<file path="src/rtl/mpe_pkg.sv">
package mpe_pkg;
  localparam int PKT_LEN = 5;
  localparam int IDXW = $clog2(PKT_LEN);
  localparam logic [7:0] HDR_BASE = 8'h87;

  // Limit a wide signed value to -127..+127 and return its low byte.
  function automatic logic [7:0] clamp_byte(input logic signed [31:0] v);
    if (v > 32'sd127) return 8'h7F;
    else if (v < -32'sd127) return 8'h81;
    else return v[7:0];
  endfunction

  // Active-low button flags: {left, middle, right} pressed clears {b2, b1, b0}.
  function automatic logic [7:0] header_byte(input logic [2:0] b);
    return HDR_BASE & ~{5'b00000, b};
  endfunction
endpackage

</file>
<file path="src/rtl/mpe_packer.sv">
module mpe_packer import mpe_pkg::*; #(
  parameter int DXW = 16
) (
  input  logic           clk,
  input  logic           rst_n,
  input  logic           ev_valid,
  output logic           ev_ready,
  input  logic [DXW-1:0] dx,
  input  logic [DXW-1:0] dy,
  input  logic [2:0]     btn,
  output logic           push_valid,
  output logic [7:0]     push_data
);
  localparam logic [IDXW-1:0] LAST_IDX = IDXW'(PKT_LEN - 1);

  logic            busy;
  logic [IDXW-1:0] idx;
  logic [7:0]      hdr_q, xb_q, yb_q;

  logic                accept;
  logic                first_byte;
  logic                motion_byte;
  logic                tail_byte;
  logic signed [31:0]  dx_wide;
  logic signed [31:0]  dy_negw;

  assign accept      = ev_valid && ev_ready;
  assign ev_ready    = !busy;
  assign first_byte  = busy && (idx == '0);
  assign motion_byte = busy && (idx == IDXW'(1) || idx == IDXW'(2));
  assign tail_byte   = busy && (idx >= IDXW'(3));
  assign dx_wide     = 32'($signed(dx));
  assign dy_negw     = -(32'($signed(dy)));

  always_ff @(posedge clk) begin
    if (!rst_n) begin
      busy  <= 1'b0;
      idx   <= '0;
      hdr_q <= '0;
      xb_q  <= '0;
      yb_q  <= '0;
    end else if (accept) begin
      busy  <= 1'b1;
      idx   <= '0;
      hdr_q <= header_byte(btn);
      xb_q  <= clamp_byte(dx_wide);
      yb_q  <= clamp_byte(dy_negw);
    end else if (busy) begin
      if (idx == LAST_IDX) begin
        busy <= 1'b0;
        idx  <= '0;
      end else begin
        idx <= idx + IDXW'(1);
      end
    end
  end

  assign push_valid = busy;

  always_comb begin
    case (idx)
      IDXW'(0): push_data = hdr_q;
      IDXW'(1): push_data = xb_q;
      IDXW'(2): push_data = yb_q;
      default:  push_data = 8'h00;
    endcase
  end

  assert_accept_starts_packet_R2: assert property (@(posedge clk) disable iff (!rst_n)
    accept |=> (push_valid && first_byte));
  assert_busy_blocks_events_R7: assert property (@(posedge clk) disable iff (!rst_n)
    accept |=> !ev_ready);
  assert_header_fixed_bits_R3: assert property (@(posedge clk) disable iff (!rst_n)
    first_byte |-> (push_data[7:3] == 5'b10000));
  assert_motion_never_minus128_R4: assert property (@(posedge clk) disable iff (!rst_n)
    motion_byte |-> (push_data != 8'h80));
  assert_tail_zero_R6: assert property (@(posedge clk) disable iff (!rst_n)
    tail_byte |-> (push_data == 8'h00));
endmodule

</file>
<file path="src/rtl/mpe_queue.sv">
module mpe_queue #(
  parameter int DEPTH = 8
) (
  input  logic       clk,
  input  logic       rst_n,
  input  logic       push_valid,
  input  logic [7:0] push_data,
  output logic       out_valid,
  input  logic       out_ready,
  output logic [7:0] out_data
);
  localparam int AW = (DEPTH > 1) ? $clog2(DEPTH) : 1;
  localparam int CW = $clog2(DEPTH + 1);
  localparam logic [AW-1:0] LAST_PTR = AW'(DEPTH - 1);

  logic [7:0]    mem [DEPTH];
  logic [AW-1:0] wr_ptr, rd_ptr;
  logic [CW-1:0] count;

  logic full;
  logic do_push;
  logic do_pop;
  logic dropped;

  assign full    = (count == CW'(DEPTH));
  assign do_push = push_valid && !full;
  assign dropped = push_valid && full;
  assign do_pop  = out_valid && out_ready;

  always_ff @(posedge clk) begin
    if (!rst_n) begin
      wr_ptr <= '0;
      rd_ptr <= '0;
      count  <= '0;
    end else begin
      if (do_push) begin
        mem[wr_ptr] <= push_data;
        wr_ptr      <= (wr_ptr == LAST_PTR) ? '0 : wr_ptr + AW'(1);
      end
      if (do_pop) rd_ptr <= (rd_ptr == LAST_PTR) ? '0 : rd_ptr + AW'(1);
      case ({do_push, do_pop})
        2'b10:   count <= count + CW'(1);
        2'b01:   count <= count - CW'(1);
        default: count <= count;
      endcase
    end
  end

  assign out_valid = (count != '0);
  assign out_data  = mem[rd_ptr];

  assert_count_bound_R8: assert property (@(posedge clk) disable iff (!rst_n)
    count <= CW'(DEPTH));
  assert_drop_keeps_count_R8: assert property (@(posedge clk) disable iff (!rst_n)
    (dropped && !do_pop) |=> (count == $past(count)));
  assert_stall_holds_R9: assert property (@(posedge clk) disable iff (!rst_n)
    (out_valid && !out_ready) |=> (out_valid && $stable(out_data)));
endmodule

</file>
<file path="src/rtl/mouse_pkt_enc.sv">
module mouse_pkt_enc #(
  parameter int DXW    = 16,
  parameter int QDEPTH = 8
) (
  input  logic           clk,
  input  logic           rst_n,
  input  logic           ev_valid,
  output logic           ev_ready,
  input  logic [DXW-1:0] dx,
  input  logic [DXW-1:0] dy,
  input  logic [2:0]     btn,
  output logic           out_valid,
  input  logic           out_ready,
  output logic [7:0]     out_data
);
  logic       push_valid;
  logic [7:0] push_data;

  mpe_packer #(.DXW(DXW)) u_packer (
    .clk(clk), .rst_n(rst_n),
    .ev_valid(ev_valid), .ev_ready(ev_ready),
    .dx(dx), .dy(dy), .btn(btn),
    .push_valid(push_valid), .push_data(push_data)
  );

  mpe_queue #(.DEPTH(QDEPTH)) u_queue (
    .clk(clk), .rst_n(rst_n),
    .push_valid(push_valid), .push_data(push_data),
    .out_valid(out_valid), .out_ready(out_ready), .out_data(out_data)
  );
endmodule

</file>
<file path="config.mk">
export PLATFORM = sky130hd
export DESIGN_NAME = mouse_pkt_enc
export DESIGN_NICKNAME = d
export VERILOG_FILES = /design/src/rtl/mpe_pkg.sv /design/src/rtl/mpe_packer.sv /design/src/rtl/mpe_queue.sv /design/src/rtl/mouse_pkt_enc.sv
export SDC_FILE = /design/constraint.sdc
export NUM_CORES = 1
export LEC_CHECK = 0
export BUFFER_PORTS_ARGS = -buffer_cell sky130_fd_sc_hd__clkbuf_2
export CORE_AREA = 8 8 104 96
export DETAILED_ROUTE_END_ITERATION = 10
export DIE_AREA = 0 0 112 104
export PLACE_DENSITY = 0.79
export SLEW_MARGIN = 20
export SYNTH_ARGS = -nofsm -noshare
export SYNTH_HDL_FRONTEND = slang
export SYNTH_SLANG_ARGS = --single-unit
</file>
<file path="constraint.sdc">
create_clock -name clk -period 11.4 [get_ports clk]
set_input_delay 2.85 -clock clk [delete_from_list [all_inputs] [get_ports clk]]
set_output_delay 2.85 -clock clk [all_outputs]
set_load 0.005 [all_outputs]
</file>
# Word level (Yosys, flattened, before mapping)
# Memories as Yosys holds them, arrays and structs flattened. A register that Yosys moved wholly into a read port is not among the register bits.
# Index checks and enable logic that the tools add are counted.
word_totals:
  ff_bits: 34
  ramBits: 64
  inputBits: 39
  output_inout_bits: 10
  wordCells: 55
  n_memories: 1
memory_table:
  columns: ["memory", "words", "word_bits", "read_ports", "rd_clocked_by_memory_dff", "wr", "line_no", "source"]
  rows:
  - ["u_queue.mem", 8, 8, 1, 1, 1, "mpe_queue.sv:16", "logic [7:0] mem [DEPTH];"]
classes:
  addsub: 6
  magnitude_cmp: 4
  n_eq_ne: 8
  n_mux: 17
  n_bitwise: 2
  reduce_logical: 9
op_table:
  columns: ["operator", "count"]
  rows:
  - ["32-bit by 8-bit > comparator with 1-bit output, second input constant", 1]
  - ["32-bit by 8-bit < comparator with 1-bit output, second input constant", 1]
  - ["8-bit 2-to-1 mux", 4]
  - ["16-bit negation with 32-bit output", 1]
  - ["8-bit one-hot mux with 3 select lines", 1]
  - ["16-bit by 8-bit > comparator with 1-bit output, second input constant", 1]
  - ["16-bit by 8-bit < comparator with 1-bit output, second input constant", 1]
  - ["3-bit 2-to-1 mux", 5]
  - ["3-bit by 1-bit adder with 3-bit output, second input constant", 3]
  - ["3-bit == test, second input constant", 3]
  - ["3-bit NOT with 8-bit output", 1]
  - ["4-bit one-hot mux with 2 select lines", 1]
  - ["1-bit 2-to-1 mux", 6]
  - ["4-bit by 1-bit adder with 4-bit output, second input constant", 1]
  - ["4-bit == test, second input constant", 1]
  - ["4-bit nonzero test", 1]
  - ["4-bit by 1-bit subtractor with 4-bit output, second input constant", 1]
  - ["3-bit by 1-bit == test with 1-bit output, second input constant", 1]
  - ["3-bit by 2-bit == test with 1-bit output, second input constant", 1]
  - ["1-bit logical AND", 3]
  - ["3-bit logical NOT", 1]
  - ["2-bit by 1-bit == test with 1-bit output, second input constant", 1]
  - ["2-bit == test, second input constant", 1]
  - ["1-bit logical NOT", 2]
  - ["other kinds (3)", 3]

# Longest topological paths before layout
# Gate-level depths: netlist of the first run.
logic_depth:
  depth_word: 6
  depth_mapped: 11
  mapped_depth_nobuf: 11

# Hierarchy
# A second synthesis of the first run with hierarchy kept.
unflattened:
  cells_unflattened: 390
  area_unflattened_um2: 4893.4
by_module_without_submodules:
  columns: ["module", "n_inst", "cells_per_inst", "area_per_inst_um2", "seq_area_each_um2"]
  rows:
  - ["mpe_queue", 1, 176, 3226.8, 2182.1]
  - ["mpe_packer", 1, 214, 1666.6, 480.5]

# Least setup slack after synthesis of the first run
# Ideal clock, no wire load.
synth_timing:
  path_kind: "in2reg"
  startpoint: "input dy[3]"
  endpoint: "register u_packer.yb_q[2]"
  setup_time_ns: 0.095
  t_arrival_ns: 5.484
  t_required_ns: 11.305
  setup_slack_ns: 5.820
  path_stages: 10
  n_path_buf: 2
  path_cell_list: "buf_6 -> or4_1 -> buf_2 -> nor4_1 -> inv_1 -> ha_1 -> or4_1 -> nor4_1 -> nand2_1 -> o311ai_1"
synth_between:
  elab_chain_cells: 4
  elab_cells_between_ends: 5
  classes_between: "add/sub: 1; order compare: 2; mux: 2"
synth_lines:
  columns: ["item", "line_no", "source"]
  rows:
  - ["start, declared", "mouse_pkt_enc.sv:10", "input logic [DXW-1:0] dy,"]
  - ["16-bit negation with 32-bit output (*)", "mpe_packer.sv:33", "assign dy_negw = -(32'($signed(dy)));"]
  - ["32-bit by 8-bit < comparator with 1-bit output", "mpe_pkg.sv:9", "else if (v < -32'sd127) return 8'h81;"]
  - ["8-bit 2-to-1 mux", "mpe_pkg.sv:9", null]
  - ["8-bit 2-to-1 mux (*)", "mpe_pkg.sv:8", "if (v > 32'sd127) return 8'h7F;"]
  - ["end signal, assigned", "mpe_packer.sv:47", "yb_q <= clamp_byte(dy_negw);"]
  - ["end, declared", "mpe_packer.sv:18", "logic [7:0] hdr_q, xb_q, yb_q;"]
# Every way passes the cells marked *; elsewhere a longest branch is shown, timed or not.
# A chain may end at the register's enable or synchronous reset.

# Worst setup path after layout of the first run
layout_timing:
  startpoint: "input dy[5]"
  endpoint: "register u_packer.yb_q[2]"
# Same word-level chain as after synthesis.

==> flow_metrics.tcl, run 1 <==
set metrics [dict create \
    first_pass_iters 4 \
    rsz0062_at_grt "false" \
    fmax_mhz 177 \
    gp_congestion 0.861 \
    cp_max_fo 10 \
    p_clk_share_pct 27.6 \
    p_sw_share_pct 28.0 \
    cts_buffers 9 \
    p_int_mw 0.603 \
    finalCritPeriodShare_pct 49.5 \
    power_per_cell_area_nw_per_um2 158 \
    worstPathRequired_ns 11.67 \
    drcViolationCount 0 \
    hp-start "u_packer.xb_q[5]" \
    overflow 0 \
    grt_pass1_vias 3343 \
    ys_top_cells_by_count "edfxtp_1 (64), nand2_1 (45), dfxtp_1 (37), nor2_1 (27), mux4_2 (16)" \
    post-route-min-period_ns 5.64 \
    arrival_ns 5.91 \
    clock_skew_ns 0.0134 \
    nNetsFinal 497 \
    path_clk_slew_ns 0.10 \
    fill_cells 651 \
    syn_nets 453 \
    clock_latency_ns 0.37 \
    ys_types 58 \
    synth.avg_cell_area_sq_um 12.0 \
    slew_headroom_pct 35.7 \
    dr_total_vias 3341 \
    synth_top_area_cell "edfxtp_1" \
    fp.dieArea_sq_um 11600 \
    synth_top_area_share_pct 40.3 \
    antenna_found_initial 0 \
    synthToLayoutAreaGrowth_pct 10.9 \
    yosysMostFrequentCell "edfxtp_1" \
    ios 49 \
    root_buffer "clkbuf_8" \
    power_leakage_nw 1.93 \
    fin_cells 550 \
    grt_usage_pct 16.8 \
    worstRegToRegCells 11 \
    core_sq_um 8330 \
    drt_iter0_drc 138 \
    max_cap_viol_count 0 \
    drv_slew 0 \
    setup_viol 0 \
    yosysWarnings 0 \
    final_antenna_net_count 0 \
    path_class "in -> reg" \
    drive_gt1_share_pct 21.4 \
    power_switching_mw 0.234 \
    drt_wl_total_um 9630 \
    hold_class "reg -> reg" \
    synth.area.top_cells "edfxtp_1 (40%), dfxtp_1 (16%), mux4_2 (7.5%)" \
    p_seq_share_pct 52.5 \
    dp_cells 534 \
    ctsResizeCount 0 \
    end_kind "flip-flop" \
    grt_pass1_wl_um 15800 \
    portBuffers 48 \
    start_util_pct 57.3 \
    n_antenna_cell 0 \
    crit_path_start "dy[5]" \
    cts_tree "done" \
    rr_startpoint "u_queue.count[0]" \
    clock_sinks 101 \
    fp-row-count 32 \
    die_y_um 104 \
    min_path_cells 2 \
    outcome "finished, final reports clean" \
    synth_cells 399 \
    synth_edf_count 64 \
    grt_max_degree 31 \
    worst_pin_slew_ns 0.956 \
    ir_worst_vdd_v 0.0000828 \
    async_flop_share_pct 0 \
    die_w_um 112 \
    finalSetupTns_ns 0 \
    avgRoutedWirePerCell_um 17.5 \
    startpoint_type "input port" \
    ys_seq_area_share_pct 55.8 \
    power_frac_comb_pct 19.9 \
    hold_viol 0 \
    power.total_mw 0.836 \
    cts_htree_levels 3 \
    drt-vias-per-instance 6.07 \
    synthFlopType "edfxtp_1" \
    dp_hpwl_um 6900 \
    syn-cell-area_sq_um 4770 \
    ys_seq_elements 101 \
    post-cts-setup-buffers 0 \
    clk_path_buf_depth 2 \
    hold_buffers 0 \
]
-- state kept, by name, indices dropped and copies added (netlist names), named ones only --
| register | cells |
|---|---|
| u_packer.yb_q | 8 |
| u_queue.count | 4 |
| u_packer.hdr_q | 4 |
| u_queue.wr_ptr | 3 |
| u_packer.idx | 3 |
| u_packer.xb_q | 8 |
| u_packer.push_valid | 1 |
| u_queue.rd_ptr | 3 |
| u_queue.mem | 64 |
-- area by class of cell --
class,instances,area (sq um),share of cell area (%)
clock buffer,9,124,2.34
clock inverter,7,81.3,1.54
inverter,13,48.8,0.922
multi-input combinational,267,1990,37.5
sequential,101,2660,50.3
tap,102,128,2.41
timing repair buffer,51,263,4.96
-- through the flow --
| step | setup WS, ns | utilization, % | area [sq um] | hold WS [ns] |
|---|---|---|---|---|
| after global routing | 5.44 | 63.6 | 5290 | 0.502 |
| after global placement | 5.49 | 61.1 | 5090 | 0.449 |
| after CTS | 5.76 | 63.6 | 5290 | 0.482 |
| after detailed placement | 5.38 | 61.1 | 5090 | 0.459 |
| after floorplan | 5.82 | - | 4770 | 0.425 |
| final | 5.76 | 63.6 | 5290 | 0.483 |
-- power by group through the flow --
| stage | sequential, mW | clock, mW | combinational (mW) |
|---|---|---|---|
| floorplan | 0.426 | 0 | 0.136 |
| global placement | 0.447 | 0 | 0.161 |
| detailed placement | 0.449 | 0 | 0.167 |
| CTS | 0.441 | 0.235 | 0.168 |
| global route | 0.445 | 0.248 | 0.186 |
| finish | 0.439 | 0.231 | 0.167 |
-- final timing paths --
check                           slack (ns)          endpoint
worst min register to register        0.48  u_packer.xb_q[5]
worst max register to register        8.90  u_queue.count[3]
worst min-delay path                  0.48  u_packer.xb_q[5]
worst max-delay path                  5.76  u_packer.yb_q[2]
-- worst max-delay path, stage by stage --
cell and delay (ns):
clkbuf_2 0.13, or4_1 0.70, nor4_1 0.55, inv_1 0.10, ha_1 0.30, or4_1 0.50, nor4_1 0.28, nand2_1 0.20
o311ai_1 0.29
-- cell usage in the layout, fill, tap and decap left out, drive strengths merged, types with 12 or more instances in the layout --
| master | instances |
|---|---|
| inv | 16 |
| mux4 | 16 |
| ha | 14 |
| nand2 | 45 |
| a21oi | 12 |
| clkbuf | 57 |
| nor3 | 13 |
| dfxtp | 37 |
| nor2 | 27 |
| edfxtp | 64 |
| o21ai | 14 |
-- routing by layer --
layer / track usage [%] / wire [um]
met1: 21.2 / 4330
met2: 27.9 / 4600
met3: 3.08 / 583
met4: 6.83 / 115
met5: 0 / 0
-- kinds of logic (layout without fill, tap and decap cells) --
group,count (synthesis),count (layout),share of synthesized area (%)
adders and majority gates,15,15,4.09
buffers and inverters,31,80,2.65
xor gates and xnor gates,9,9,1.65
muxes,25,25,9.64
and+or+nand+nor,146,146,15.6
AOI/OAI and AO/OA,72,72,10.6
DFF,101,101,55.8
Power figures use the tool's default switching activity.
==> run 2, diff against run 1 <==
--- a/config.mk
+++ b/config.mk
@@ -5,11 +5,12 @@
 export SDC_FILE = /design/constraint.sdc
 export NUM_CORES = 1
 export LEC_CHECK = 0
+export ABC_AREA = 1
 export BUFFER_PORTS_ARGS = -buffer_cell sky130_fd_sc_hd__clkbuf_2
-export CORE_AREA = 8 8 104 96
+export CORE_AREA = 8 8 110 102
 export DETAILED_ROUTE_END_ITERATION = 10
-export DIE_AREA = 0 0 112 104
-export PLACE_DENSITY = 0.79
+export DIE_AREA = 0 0 118 110
+export PLACE_DENSITY = 0.75
 export SLEW_MARGIN = 20
 export SYNTH_ARGS = -nofsm -noshare
 export SYNTH_HDL_FRONTEND = slang
==> constraint.sdc (replaced) <==
create_clock -name clk -period 4.8 [get_ports clk]
set_input_delay 1.2 -clock clk [delete_from_list [all_inputs] [get_ports clk]]
set_output_delay 1.2 -clock clk [all_outputs]
set_load 0.005 [all_outputs]
==> flow_metrics.tcl, run 2 <==
set metrics [dict create \
    die_y_um 110 \
    path_class "reg -> out" \
    worstRegToRegCells 13 \
    grt_pass1_wl_um 17500 \
    drt_wl_total_um 10400 \
    worst-path-buf-inv 3 \
    worst_pin_slew_ns 1.06 \
    antenna_found_initial 0 \
    ys_seq_area_share_pct 55.0 \
    critPathTopFamily "buffers and inverters" \
    rr_startpoint "u_packer.push_valid" \
    synth.area.top_cells "edfxtp_1 (40%), dfxtp_1 (15%), nor2_1 (8.1%)" \
    drt-vias-per-instance 5.37 \
    setup_viol 0 \
    ys_types 39 \
    grt_pass1_vias 3858 \
    avgRoutedWirePerCell_um 14.4 \
    n_antenna_cell 0 \
    worstPathRequired_ns 3.60 \
    cts_buffers 9 \
    post-route-util_pct 57.4 \
    core_sq_um 9400 \
    overflow 0 \
    clk_path_buf_depth 2 \
    crit_slowest_cell "inv_1" \
    synth_top_area_cell "edfxtp_1" \
    end_kind "primary output" \
    cp_max_fo 33 \
    post-cts-setup-buffers 0 \
    fp-row-count 34 \
    yosysMostFrequentCell "nor2_1" \
    grt_max_degree 34 \
    p_seq_share_pct 47.1 \
    slew_headroom_pct 28.5 \
    startpoint_type "flip-flop" \
    hp-start "u_packer.hdr_q[2]" \
    clock_latency_ns 0.37 \
    hold_class "reg -> reg" \
    root_buffer "clkbuf_8" \
    cts_htree_levels 3 \
    start_util_pct 51.5 \
    max_cap_viol_count 0 \
    drv_slew 0 \
    syn-cell-area_sq_um 4840 \
    power_switching_mw 0.772 \
    p_sw_share_pct 35.1 \
    largest_reg_flops 64 \
    gp_congestion 0.855 \
    max_stage_delay_ns 0.68 \
    synth_cells 541 \
    crit_chain "buf_4 > inv_1 > o21ai_0 > o22ai_1 > nor2_1 > a31oi_1 > clkbuf_2" \
    post-route-min-period_ns 3.55 \
    p_clk_share_pct 23.3 \
    timing.rr.end "u_queue.count[3]" \
    synthFlopType "edfxtp_1" \
    clock_skew_ns 0.0140 \
    final_cell_mix "nor2_1 (105), nand2_1 (77), o21ai_0 (64), edfxtp_1 (64), inv_1 (53)" \
    ir_worst_vdd_v 0.000166 \
    final_common_cell "nor2_1" \
    first_pass_iters 5 \
    fill_cells 821 \
    drive_gt1_share_pct 17.0 \
    fp.dieArea_sq_um 13000 \
    largest_register "u_queue.mem" \
    regArea_sq_um 2660 \
    cts_tree "done" \
    drt_iter0_drc 246 \
    finalSetupTns_ns 0 \
    outcome "finished, final reports clean" \
    power_leakage_nw 2.24 \
    final_antenna_net_count 0 \
    hold_buffers 0 \
    hold_viol 0 \
    portBuffers 48 \
    drcViolationCount 0 \
    rsz0062_at_grt "false" \
    dp_hpwl_um 7640 \
    dr_total_vias 3869 \
    clock_sinks 101 \
    min_path_cells 2 \
    synth_top_area_share_pct 39.7 \
    fmax_mhz 281 \
    async_flop_share_pct 0 \
    synth_edf_count 64 \
    ctsResizeCount 0 \
    yosysWarnings 0 \
    power_per_cell_area_nw_per_um2 407 \
    p_int_mw 1.42 \
    arrival_ns 2.35 \
    multi_input_area_sq_um 1920 \
    ys_top_cells_by_count "nor2_1 (105), nand2_1 (77), edfxtp_1 (64), o21ai_0 (64), inv_1 (53)" \
    power_frac_comb_pct 29.6 \
    ios 49 \
    synth.avg_cell_area_sq_um 8.94 \
    finalCritPeriodShare_pct 74.1 \
    path_clk_slew_ns 0.10 \
    synthToLayoutAreaGrowth_pct 11.5 \
    grt_usage_pct 16.7 \
    syn_nets 595 \
    top_regs "u_queue.mem (64), u_packer.xb_q (8), u_packer.yb_q (8)" \
    ys_seq_elements 101 \
    hold_end "u_packer.hdr_q[2]" \
    nNetsFinal 644 \
    ff2ff_setup_slack_ns 2.37 \
    die_w_um 118 \
]
## run 2: cells by family after synthesis
| family | synth area share [%] |
|---|---|
| buffers and inverters | 5.35 |
| AND/OR/NAND/NOR | 21.9 |
| adder cells (fa/ha/maj) | 4.04 |
| XOR/XNOR | 0.362 |
| AO/OA/AOI/OAI | 13.3 |
| flip-flops | 55.0 |
## run 2: how the worst max path moves through the flow
stage	startpoint	to	slack [ns]	cells after the start
after global routing	flip-flop	out_data[7]	1.03	7
after global placement	flip-flop	out_data[4]	1.68	7
after floorplan	out_ready	u_queue.count[3]	2.12	12
after detailed placement	flip-flop	out_data[4]	1.68	7
after CTS	flip-flop	out_data[4]	1.26	7
final	flip-flop	out_data[4]	1.25	7
## run 2: metal layers
layer / wire length (um) / up-vias / global-route usage, %
met4: 272 / 0 / 7.95
met1: 4450 / 1775 / 18.9
met3: 636 / 24 / 3.11
met5: 0 / - / 0
met2: 5050 / 142 / 30.5
li1: - / 1928 / -
## run 2: power by group through the flow
stage	registers [mW]	logic, mW	clock network, mW
2_1_floorplan	1.03	0.449	0
3_3_place_gp	1.05	0.628	0
3_5_place_dp	1.05	0.653	0
4_1_cts	1.03	0.654	0.516
5_1_grt	1.04	0.754	0.550
6_report	1.03	0.650	0.513
## run 2: layout make-up
cell class,count,area share (%)
inverter,57,3.97
tap,126,2.92
timing repair buffer,50,4.73
multi-input combinational,371,35.5
sequential,101,49.4
clock buffer,9,2.30
clock inverter,7,1.23
## run 2: through the flow
stage                     power [mW]  hold WS [ns]  worst slack, ns  instance area, sq um  std cells
after floorplan                 1.48         0.429             2.12                  4840        541
after global placement          1.68         0.443             1.68                  5200        705
after detailed placement        1.71         0.450             1.68                  5200        705
after CTS                       2.20         0.474             1.26                  5400        721
after global routing            2.35         0.509             1.03                  5400        721
final                           2.20         0.478             1.25                  5400        721
## run 2: tightest hold or removal path, delay by kind of cell (launching register included)
family             cells  cell delay [ns]
and+or+nand+nor        1             0.05
DFF                    1             0.34
AOI/OAI and AO/OA      1             0.06
==> run 3, diff against run 2 <==
--- a/config.mk
+++ b/config.mk
@@ -7,10 +7,10 @@
 export LEC_CHECK = 0
 export ABC_AREA = 1
 export BUFFER_PORTS_ARGS = -buffer_cell sky130_fd_sc_hd__clkbuf_2
-export CORE_AREA = 8 8 110 102
+export CORE_AREA = 8 8 105 97
 export DETAILED_ROUTE_END_ITERATION = 10
-export DIE_AREA = 0 0 118 110
-export PLACE_DENSITY = 0.75
+export DIE_AREA = 0 0 113 105
+export PLACE_DENSITY = 0.79
 export SLEW_MARGIN = 20
 export SYNTH_ARGS = -nofsm -noshare
 export SYNTH_HDL_FRONTEND = slang
==> constraint.sdc (replaced) <==
create_clock -name clk -period 3.3 [get_ports clk]
set_input_delay 0.825 -clock clk [delete_from_list [all_inputs] [get_ports clk]]
set_output_delay 0.825 -clock clk [all_outputs]
set_load 0.005 [all_outputs]
==> flow_metrics.tcl, run 3 (synthesis results as in run 2) <==
set metrics [dict create \
    drt_iter0_drc 204 \
    path_clk_slew_ns 0.10 \
    die_w_um 113 \
    clock_latency_ns 0.38 \
    grt_pass1_vias 3798 \
    core_sq_um 8410 \
    dr_total_vias 3886 \
    max_cap_viol_count 0 \
    post-route-min-period_ns 2.83 \
    fp.dieArea_sq_um 11900 \
    timing.rr.end "u_queue.count[3]" \
    rsz0062_at_grt "false" \
    drv_slew 0 \
    avgRoutedWirePerCell_um 14.8 \
    ctsResizeCount 0 \
    fill_cells 710 \
    ir_worst_vdd_v 0.000303 \
    gp_congestion 0.896 \
    clock_sinks 101 \
    dp_hpwl_um 7740 \
    rr_startpoint "u_packer.push_valid" \
    cts_htree_levels 3 \
    end_kind "primary output" \
    grt_max_degree 33 \
    synthToLayoutAreaGrowth_pct 12.5 \
    grt_pass1_wl_um 17300 \
    worst_pin_slew_ns 1.01 \
    ios 49 \
    arrival_ns 2.01 \
    power_per_cell_area_nw_per_um2 599 \
    post-route-util_pct 64.7 \
    finalSetupTns_ns 0 \
    final_common_cell "nor2_1" \
    post-cts-setup-buffers 0 \
    ff2ff_setup_slack_ns 0.92 \
    finalCritPeriodShare_pct 85.9 \
    hold_class "reg -> reg" \
    portBuffers 48 \
    final_antenna_net_count 0 \
    post-place-ws_ns 0.727 \
    n_antenna_cell 0 \
    cts_tree "done" \
    nNetsFinal 653 \
    die_y_um 105 \
    fmax_mhz 353 \
    drt_wl_total_um 10500 \
    antenna_found_initial 0 \
    first_pass_iters 5 \
    clock_skew_ns 0.0129 \
    overflow 0 \
    slew_headroom_pct 32.0 \
    hp-start "u_packer.xb_q[5]" \
    clk_path_buf_depth 2 \
    largest_register "u_queue.mem" \
    drcViolationCount 0 \
    root_buffer "clkbuf_8" \
    grt_usage_pct 17.9 \
    fp-row-count 32 \
    drive_gt1_share_pct 18.2 \
    largest_reg_flops 64 \
    dp_cells 690 \
    cts_buffers 9 \
    drt-vias-per-instance 5.50 \
    setup_viol 0 \
    start_util_pct 57.5 \
    cp_max_fo 27 \
    min_path_cells 2 \
    worstPathRequired_ns 2.47 \
    startpoint_type "flip-flop" \
    final_cell_mix "nor2_1 (105), nand2_1 (77), o21ai_0 (64), edfxtp_1 (64), inv_1 (53)" \
    power_leakage_nw 2.30 \
    worstRegToRegCells 13 \
    path_class "reg -> out" \
    hold_viol 0 \
    fin_ws_ns 0.466 \
    hold_buffers 0 \
    hold_end "u_packer.xb_q[5]" \
    outcome "finished, final reports clean" \
    top_regs "u_queue.mem (64), u_packer.xb_q (8), u_packer.yb_q (8)" \
    fin_cells 706 \
]
run 3: cell type report:
class	instances	area, sq um	area share [%]
clock buffers	9	124	2.28
clock inverters	7	73.8	1.36
inverters	57	214	3.93
multi-input cells	371	1920	35.2
flip-flops and latches	101	2660	48.9
well taps	102	128	2.35
repair buffers	59	323	5.93
run 3: worst max-delay path, cell delays in order, from the launching register on:
cell      delay (ns)
dfxtp_1         0.33
inv_1           0.52
o21ai_0         0.16
o22ai_1         0.21
nor2_1          0.08
a31oi_1         0.19
clkbuf_2        0.15
run 3: worst max path at each step:
stage          startpoint               end  slack, ns  depth (start not counted)
6_report        flip-flop       out_data[4]       0.47                          6
5_1_grt         flip-flop       out_data[4]       0.30                          6
4_1_cts         flip-flop       out_data[4]       0.45                          6
3_5_place_dp        dy[5]  u_packer.yb_q[0]       0.73                         14
3_3_place_gp        dy[5]  u_packer.yb_q[0]       0.82                         14
2_1_floorplan   out_ready  u_queue.count[3]        1.0                         12
run 3: routing by layer:
metal / track usage, % / part of all wire (%)
met5: 0 / 0
met3: 3.91 / 5.3
met2: 31.4 / 49
met4: 6.08 / 1.1
met1: 21.2 / 44
run 3: stage by stage:
step | power [mW] | hold slack, ns | instance area [sq um]
after global routing | 3.45 | 0.514 | 5440
after detailed placement | 2.51 | 0.476 | 5240
after floorplan | 2.15 | 0.429 | 4840
after CTS | 3.27 | 0.496 | 5440
after global placement | 2.46 | 0.454 | 5240
final | 3.26 | 0.493 | 5440
run 3: where the power goes:
group / internal [mW] / switching, mW
clock network: 0.306 / 0.484
logic: 0.366 / 0.624
registers: 1.43 / 0.0471
total: 2.10 / 1.16
